File: config.mk
export PLATFORM = sky130hd
export DESIGN_NAME = pram_wr_parser
export DESIGN_NICKNAME = d
export VERILOG_FILES = /design/src/rtl/pram_wr_pkg.sv /design/src/rtl/pram_wr_seq.sv /design/src/rtl/pram_wr_hold.sv /design/src/rtl/pram_wr_out.sv /design/src/rtl/pram_wr_parser.sv
export SDC_FILE = /design/constraint.sdc
export NUM_CORES = 1
export LEC_CHECK = 0
export BUFFER_PORTS_ARGS = -buffer_cell sky130_fd_sc_hd__buf_4
export CAP_MARGIN = 15
export CORE_UTILIZATION = 40
export DETAILED_ROUTE_END_ITERATION = 7
export SYNTH_ARGS = -nofsm -noshare
export SYNTH_HDL_FRONTEND = slang
export SYNTH_HIERARCHICAL = 1
export SYNTH_SLANG_ARGS = --single-unit
File: constraint.sdc
create_clock -name clk_i -period 2 [get_ports clk_i]
set_clock_uncertainty 0.15 [all_clocks]
set_input_delay 0.6 -clock clk_i [delete_from_list [all_inputs] [get_ports clk_i]]
set_output_delay 0.6 -clock clk_i [all_outputs]
set_load 0.03 [all_outputs]
File: src/rtl/pram_wr_pkg.sv
package pram_wr_pkg;

  typedef enum logic [2:0] {
    ST_IDLE,
    ST_LO,
    ST_B1,
    ST_B2,
    ST_CODE,
    ST_ERR
  } pw_state_e;

  localparam logic [1:0] KIND_SHORT = 2'b10;
  localparam logic [1:0] KIND_LONG  = 2'b11;

  // attribute byte field positions (fixed by the byte format)
  localparam int KIND_LSB = 4;
  localparam int CC_MSB_BIT = 7;

endpackage

File: src/rtl/pram_wr_seq.sv
module pram_wr_seq
  import pram_wr_pkg::*;
(
  input  logic       clk_i,
  input  logic       rst_ni,
  input  logic       start_i,
  input  logic       stop_i,
  input  logic       byte_valid_i,
  input  logic [1:0] kind_i,
  output logic       ld_lo_o,
  output logic       ld_hi_o,
  output logic       ld_attr_o,
  output logic       wr_go_o,
  output logic       short_o,
  output logic       err_o
);

  pw_state_e state_q, state_d;
  logic      short_q, short_d;
  logic      err_q, err_set;

  always_comb begin
    state_d   = state_q;
    short_d   = short_q;
    ld_lo_o   = 1'b0;
    ld_hi_o   = 1'b0;
    ld_attr_o = 1'b0;
    wr_go_o   = 1'b0;
    err_set   = 1'b0;
    if (stop_i) begin
      state_d = ST_IDLE;
    end else if (start_i) begin
      if (state_q != ST_ERR) state_d = ST_LO;
    end else if (byte_valid_i) begin
      unique case (state_q)
        ST_LO: begin
          ld_lo_o = 1'b1;
          state_d = ST_B1;
        end
        ST_B1: begin
          // second byte is either a short-group attribute or a high address
          if (kind_i == KIND_SHORT) begin
            ld_attr_o = 1'b1;
            short_d   = 1'b1;
            state_d   = ST_CODE;
          end else begin
            ld_hi_o = 1'b1;
            state_d = ST_B2;
          end
        end
        ST_B2: begin
          if (kind_i == KIND_LONG) begin
            ld_attr_o = 1'b1;
            short_d   = 1'b0;
            state_d   = ST_CODE;
          end else begin
            err_set = 1'b1;
            state_d = ST_ERR;
          end
        end
        ST_CODE: begin
          wr_go_o = 1'b1;
          state_d = ST_LO;
        end
        default: ;
      endcase
    end
  end

  always_ff @(posedge clk_i or negedge rst_ni) begin
    if (!rst_ni) begin
      state_q <= ST_IDLE;
      short_q <= 1'b0;
      err_q   <= 1'b0;
    end else begin
      state_q <= state_d;
      short_q <= short_d;
      err_q   <= err_q | err_set;
    end
  end

  assign short_o = short_q;
  assign err_o   = err_q;

endmodule

File: src/rtl/pram_wr_hold.sv
module pram_wr_hold #(
  parameter int BYTE_W = 8,
  parameter int HI_W   = 2,
  parameter int ATT_W  = 4
) (
  input  logic              clk_i,
  input  logic              rst_ni,
  input  logic              ld_lo_i,
  input  logic              ld_hi_i,
  input  logic              ld_attr_i,
  input  logic [BYTE_W-1:0] byte_i,
  output logic [BYTE_W-1:0] lo_o,
  output logic [HI_W-1:0]   hi_o,
  output logic              cc_msb_o,
  output logic [ATT_W-1:0]  att_o
);

  logic [BYTE_W-1:0] lo_q;
  logic [HI_W-1:0]   hi_q;
  logic              cc_msb_q;
  logic [ATT_W-1:0]  att_q;

  always_ff @(posedge clk_i or negedge rst_ni) begin
    if (!rst_ni) begin
      lo_q     <= '0;
      hi_q     <= '0;
      cc_msb_q <= 1'b0;
      att_q    <= '0;
    end else begin
      if (ld_lo_i) lo_q <= byte_i;
      if (ld_hi_i) hi_q <= byte_i[HI_W-1:0];
      if (ld_attr_i) begin
        cc_msb_q <= byte_i[BYTE_W-1];
        att_q    <= byte_i[ATT_W-1:0];
      end
    end
  end

  assign lo_o     = lo_q;
  assign hi_o     = hi_q;
  assign cc_msb_o = cc_msb_q;
  assign att_o    = att_q;

endmodule

File: src/rtl/pram_wr_out.sv
module pram_wr_out #(
  parameter int BYTE_W = 8,
  parameter int ADDR_W = 10,
  parameter int ATT_W  = 4,
  localparam int HI_W   = ADDR_W - BYTE_W,
  localparam int CODE_W = BYTE_W + 1,
  localparam int WORD_W = CODE_W + ATT_W
) (
  input  logic              clk_i,
  input  logic              rst_ni,
  input  logic              wr_go_i,
  input  logic              short_i,
  input  logic [BYTE_W-1:0] lo_i,
  input  logic [HI_W-1:0]   hi_i,
  input  logic              cc_msb_i,
  input  logic [ATT_W-1:0]  att_i,
  input  logic [BYTE_W-1:0] code_i,
  output logic [ADDR_W-1:0] addr_o,
  output logic [WORD_W-1:0] data_o,
  output logic              we_o
);

  logic [ADDR_W-1:0] addr_sel;

  generate
    if (HI_W > 0) begin : g_hi
      always_comb begin
        if (short_i) addr_sel = {{HI_W{1'b0}}, lo_i};
        else         addr_sel = {hi_i, lo_i};
      end
    end else begin : g_flat
      assign addr_sel = lo_i;
    end
  endgenerate

  always_ff @(posedge clk_i or negedge rst_ni) begin
    if (!rst_ni) begin
      addr_o <= '0;
      data_o <= '0;
      we_o   <= 1'b0;
    end else begin
      we_o <= wr_go_i;
      if (wr_go_i) begin
        addr_o <= addr_sel;
        data_o <= {cc_msb_i, code_i, att_i};
      end
    end
  end

endmodule

File: src/rtl/pram_wr_parser.sv
module pram_wr_parser
  import pram_wr_pkg::*;
#(
  parameter int BYTE_W = 8,
  parameter int ADDR_W = 10,
  parameter int ATT_W  = 4,
  localparam int HI_W   = ADDR_W - BYTE_W,
  localparam int WORD_W = BYTE_W + 1 + ATT_W
) (
  input  logic              clk_i,
  input  logic              rst_ni,
  input  logic              start_i,
  input  logic              stop_i,
  input  logic              byte_valid_i,
  input  logic [BYTE_W-1:0] byte_i,
  output logic [ADDR_W-1:0] ram_addr_o,
  output logic [WORD_W-1:0] ram_wdata_o,
  output logic              ram_we_o,
  output logic              err_o
);

  logic              ld_lo, ld_hi, ld_attr, wr_go, short_q;
  logic [BYTE_W-1:0] lo_q;
  logic [HI_W-1:0]   hi_q;
  logic              cc_msb_q;
  logic [ATT_W-1:0]  att_q;

  pram_wr_seq u_seq (
    .clk_i       (clk_i),
    .rst_ni      (rst_ni),
    .start_i     (start_i),
    .stop_i      (stop_i),
    .byte_valid_i(byte_valid_i),
    .kind_i      (byte_i[KIND_LSB+1:KIND_LSB]),
    .ld_lo_o     (ld_lo),
    .ld_hi_o     (ld_hi),
    .ld_attr_o   (ld_attr),
    .wr_go_o     (wr_go),
    .short_o     (short_q),
    .err_o       (err_o)
  );

  pram_wr_hold #(.BYTE_W(BYTE_W), .HI_W(HI_W), .ATT_W(ATT_W)) u_hold (
    .clk_i    (clk_i),
    .rst_ni   (rst_ni),
    .ld_lo_i  (ld_lo),
    .ld_hi_i  (ld_hi),
    .ld_attr_i(ld_attr),
    .byte_i   (byte_i),
    .lo_o     (lo_q),
    .hi_o     (hi_q),
    .cc_msb_o (cc_msb_q),
    .att_o    (att_q)
  );

  pram_wr_out #(.BYTE_W(BYTE_W), .ADDR_W(ADDR_W), .ATT_W(ATT_W)) u_out (
    .clk_i   (clk_i),
    .rst_ni  (rst_ni),
    .wr_go_i (wr_go),
    .short_i (short_q),
    .lo_i    (lo_q),
    .hi_i    (hi_q),
    .cc_msb_i(cc_msb_q),
    .att_i   (att_q),
    .code_i  (byte_i),
    .addr_o  (ram_addr_o),
    .data_o  (ram_wdata_o),
    .we_o    (ram_we_o)
  );

endmodule

-- Word-level counts from Yosys, hierarchy flattened
Index checks and enable logic that the tools add are counted.
- logic and storage cells: 63
- register bits after elaboration: 44
- output and inout port bits: 25
- bitwise operators: 3
- muxes and demuxes: 35
- reductions and logical operators: 5
- equal/unequal tests: 10
- operator list (operator ; count):
    $mux W1 ; 26
    $mux W3 ; 5
    $pmux W3 S4 ; 1
    $mux W10 ; 1
    $eq A3 B2 Y1 const B ; 2
    $reduce_and A6 Y1 ; 1
    $reduce_bool A6 Y1 ; 1
    $eq A2 B2 Y1 const B ; 2
    $ne A2 B1 Y1 const B ; 2
    $pmux W1 S2 ; 2
    $eq A3 B1 Y1 const B ; 1
    $eq A3 B3 Y1 const B ; 1
    $ne A3 B1 Y1 const B ; 1
    $ne A3 B3 Y1 const B ; 1
    $reduce_and A3 Y1 ; 1
    $reduce_bool A3 Y1 ; 1
    $not A1 Y1 ; 2
    $reduce_bool A2 Y1 ; 1
    $or A1 B1 Y1 ; 1

-- Depth between registers and ports, before layout
- depth in word-level cells: 7
- depth in mapped cells: 7
- depth with buffers taken out: 4

-- Modules after synthesis
The synthesis kept the hierarchy.
- modules (own cells, without submodules) (module ; cells each ; sequential area each (um2) ; area each (um2) ; instances):
    pram_wr_out ; 54 ; 600.6 ; 972.2 ; 1
    pram_wr_hold ; 31 ; 375.4 ; 585.6 ; 1
    pram_wr_seq ; 46 ; 125.1 ; 405.4 ; 1

-- Worst setup path before layout
OpenSTA, ideal clock, no wires.
- path kind: input port to flip-flop
- start point: input start_i
- end point: register u_hold.att_q[0], in the netlist u_hold/att_o[0]
- stages: 4
- path buffers: 1
- setup slack: -468 ps
- arrival: 2193 ps
- cell sequence: clkbuf_1 -> or3b_4 -> nor4_1 -> mux2_2
- cells in the longest elaborated chain, start to end: 2
- RTL lines (element ; RTL line ; source):
    start, declared ; pram_wr_parser.sv:12 ; input logic start_i,
    $mux W1 ; pram_wr_seq.sv:32 ; end else if (start_i) begin
    $mux W1 ; pram_wr_seq.sv:30 ; if (stop_i) begin
    named net ld_attr ; pram_wr_parser.sv:22 ; logic ld_lo, ld_hi, ld_attr, wr_go, short_q;
    end signal, assigned ; pram_wr_hold.sv:34 ; att_q <= byte_i[ATT_W-1:0];
    end, declared ; pram_wr_hold.sv:21 ; logic [ATT_W-1:0] att_q;
The timed path passes the listed nets, and every way through them passes these cells.
A chain may end at the register's enable or synchronous reset.

-- Worst setup path after layout
- start point: register u_seq.state_q[2]
- end point: register u_hold.att_q[0], in the netlist u_hold/att_o[0]
- cells in the longest elaborated chain, start to end: 5
- elaborated cells on any way between the ends: 6
- RTL lines (element ; RTL line ; source):
    start, declared ; pram_wr_seq.sv:18 ; pw_state_e state_q, state_d;
    start signal, assigned ; pram_wr_seq.sv:76 ; state_q <= state_d;
    $eq A3 B2 Y1 ; pram_wr_seq.sv:35 ; unique case (state_q)
    $pmux W1 S2 (*) ; pram_wr_seq.sv:35 ;
    $mux W1 (*) ; pram_wr_seq.sv:34 ; end else if (byte_valid_i) begin
    $mux W1 (*) ; pram_wr_seq.sv:32 ;
    $mux W1 (*) ; pram_wr_seq.sv:30 ;
    named net ld_attr ; pram_wr_parser.sv:22 ;
Mark *: on every way through the listed nets, which the timed path passes. The rest lies on a longest branch.

==> metrics.csv <==
metric;value;unit
reg-to-reg startpoint;u_seq/state_q[2];
Final Slew Violations;0;
CTS tree;yes;
Critical R2R Capture;u_hold/att_o[0];
max_cap viols;0;
EDFF count, synth;0;
Iter 0 DRT Violations;50;
Yosys cell types;30;
ANT nets after route;0;
Clk Latency, worst-skew pair;290;ps
gr usage total;0.160;
final antenna diode count;0;
Fin Hold WS;142;ps
XOR/XNOR Fraction of Synth Area;0.00892;
Initial Utilization;0.416;
Worst Tran Pin Value;554;ps
kind of critical path;flip-flop to flip-flop;
fmax;0.540;GHz
Final Hold Viols;0;
LEAKAGE;1.23;nW
simple-gate share of the synthesized area;0.0752;
Vias per Instance;4.83;
worst-path fanout max;5;
status;finished clean;
CTS Hold Bufs;0;
required time worst endpoint;2030;ps
row cnt;25;
ys async rst share;1.00;
pin count of the biggest net entering global routing;45;
core area;4720;um2
min Tclk post-route;1850;ps
Seq cells post-synth;44;
synth cell count leaders;dfrtp_1, mux2_4, mux2_2, inv_1, nand2b_1;
flop2flop setup slack;150;ps
clk root buf;clkbuf_8;
syn nets;144;
CP endpoint;u_hold/att_o[0];
Worst VDD drop;359;uV
Gate Count Post-Synth;131;
Worst setup SP type;flip-flop;
Design Area, Final;2500;um2
DIE WIDTH;72.1;um
FF-to-FF path depth;4;
# resized after CTS;0;
Post-synth top flop;dfrtp_1;
initial antenna violation count;0;
Avg Cell Area, Syn;15.0;um2
WL per Instance;14.6;um
# DRC;0;
crit end category;flip-flop;
top cell type's share of synthesized area;0.561;
RePlAce Congestion;0.801;
nets;197;
first-pass GRT wire length;6290;um
Die Span Y;72.1;um
Synth Area in Adders;0;
RSZ-0062 raised after global routing;no;
Compound-Gate Fraction of Synth Area;0.0561;
sequential share of the synthesized area;0.561;
area leader, netlist;dfrtp_1;
post-synthesis mux area share;0.257;
IO buf count;37;
worst path cell trace;or3b_4, nor4_4, buf_4, mux2_2;
clk buf depth;2;
dpl hpwl;2620;um
slowest stage delay, CP;440;ps
share of cells above drive strength 1;0.557;
Worst-path clk slew;80;ps
Power Dens Cells;796;nW/um2
clk sinks;44;
most common cell in the netlist;dfrtp_1;
largest family of logic cells by synthesized area;multiplexers;
die area;5190;um2
Tcrit/Tclk final;0.926;
vias in the first global route;1241;
CTS Buf Count;5;
Yosys warnings;6;
placed cell areas;2400;um2
Syn-to-layout area delta;27.3;%
worst path arrival time;1880;ps
largest cells by area after synthesis;dfrtp_1, mux2_4, mux2_2, buf_6, o41ai_2;
Post-CTS Setup Inserts;0;
HP Class;input port to asynchronous set/reset pin;
drt total wl;3670;um
via count;1217;
Slowest cell on crit path;or3b_4;
Final Power;1.99;mW
global route overflow;0;
Slew HR;0.631;
Post-Syn Area;1960;um2
htree depth;2;
CP startpoint;u_seq/state_q[2];
fin util;0.529;
TritonRoute pass-1 iters;4;
# IOs;38;
Final setup viols;0;
sequential cells by signal, indices dropped and copies added, names as in the netlist:
name and cells:
u_hold/hi_o 2, u_hold/att_o 4, u_seq/err_o 1, u_hold/cc_msb_o 1
u_seq/short_o 1, u_seq/state_q 3, u_out/data_o 13, u_out/addr_o 10
u_out/we_o 1, u_hold/lo_o 8
worst max-delay path: cells and delay by family (launching register included):
family | cells | cell delay (ps)
flip-flops | 1 | 390
multiplexers | 1 | 330
AND/OR/NAND/NOR | 2 | 670
buffers and inverters | 1 | 190
kinds of logic after synthesis:
group | count (synthesis)
xor+xnor | 2
buf+inv | 11
flops | 44
compound gates | 14
mux | 37
simple gates | 23
layer usage:
layer | up-vias | track usage | share of wire
met3 | 5 | 0.0431 | 0.034
met5 | - | 0 | 0
met2 | 27 | 0.248 | 0.46
li1 | 573 | - | -
met4 | 0 | 0.0523 | 0.0098
met1 | 612 | 0.219 | 0.49
placed cells by master, fill, tap and decap left out, types with 3 or more instances in the layout:
| master | count |
|---|---|
| mux2_4 | 25 |
| mux2_2 | 11 |
| clkbuf_8 | 6 |
| inv_1 | 5 |
| nand2b_1 | 5 |
| dfrtp_1 | 44 |
| a21oi_1 | 3 |
| buf_4 | 52 |
| o21ai_0 | 3 |
how the worst min path moves through the flow:
stage                     start         endpoint  slack [ps]  cells past startpoint
floorplan                rst_ni  u_hold/att_o[0]         150                      0
global placement    u_seq/err_o      u_seq/err_o         310                      1
detailed placement  u_seq/err_o      u_seq/err_o         310                      1
CTS                      rst_ni      u_seq/err_o         160                      1
global route             rst_ni      u_seq/err_o         180                      1
finish                   rst_ni  u_out/addr_o[5]         140                      1
stage by stage:
stage	instances	worst slack, ps	TNS [ps]
final	252	149	0
after global routing	252	78.5	0
after CTS	252	136	0
after detailed placement	244	-166	-4550
after global placement	244	-138	-3520
after floorplan	131	-140	-1180
cell type report:
cell class / count / area (um2)
fill: 383 / 2220
sequential: 44 / 1100
multi-input combinational: 76 / 811
timing repair buffer: 52 / 390
clock buffer: 7 / 86.3
tap: 67 / 83.8
inverter: 5 / 18.8
clock inverter: 1 / 7.51
power by group:
| part | leakage (nW) | switching (mW) | internal (mW) | total [mW] |
|---|---|---|---|---|
| logic | 0.602 | 0.157 | 0.196 | 0.353 |
| clock network | 0.0445 | 0.295 | 0.281 | 0.576 |
| registers | 0.584 | 0.0640 | 0.997 | 1.06 |
Power figures use the tool's default switching activity.
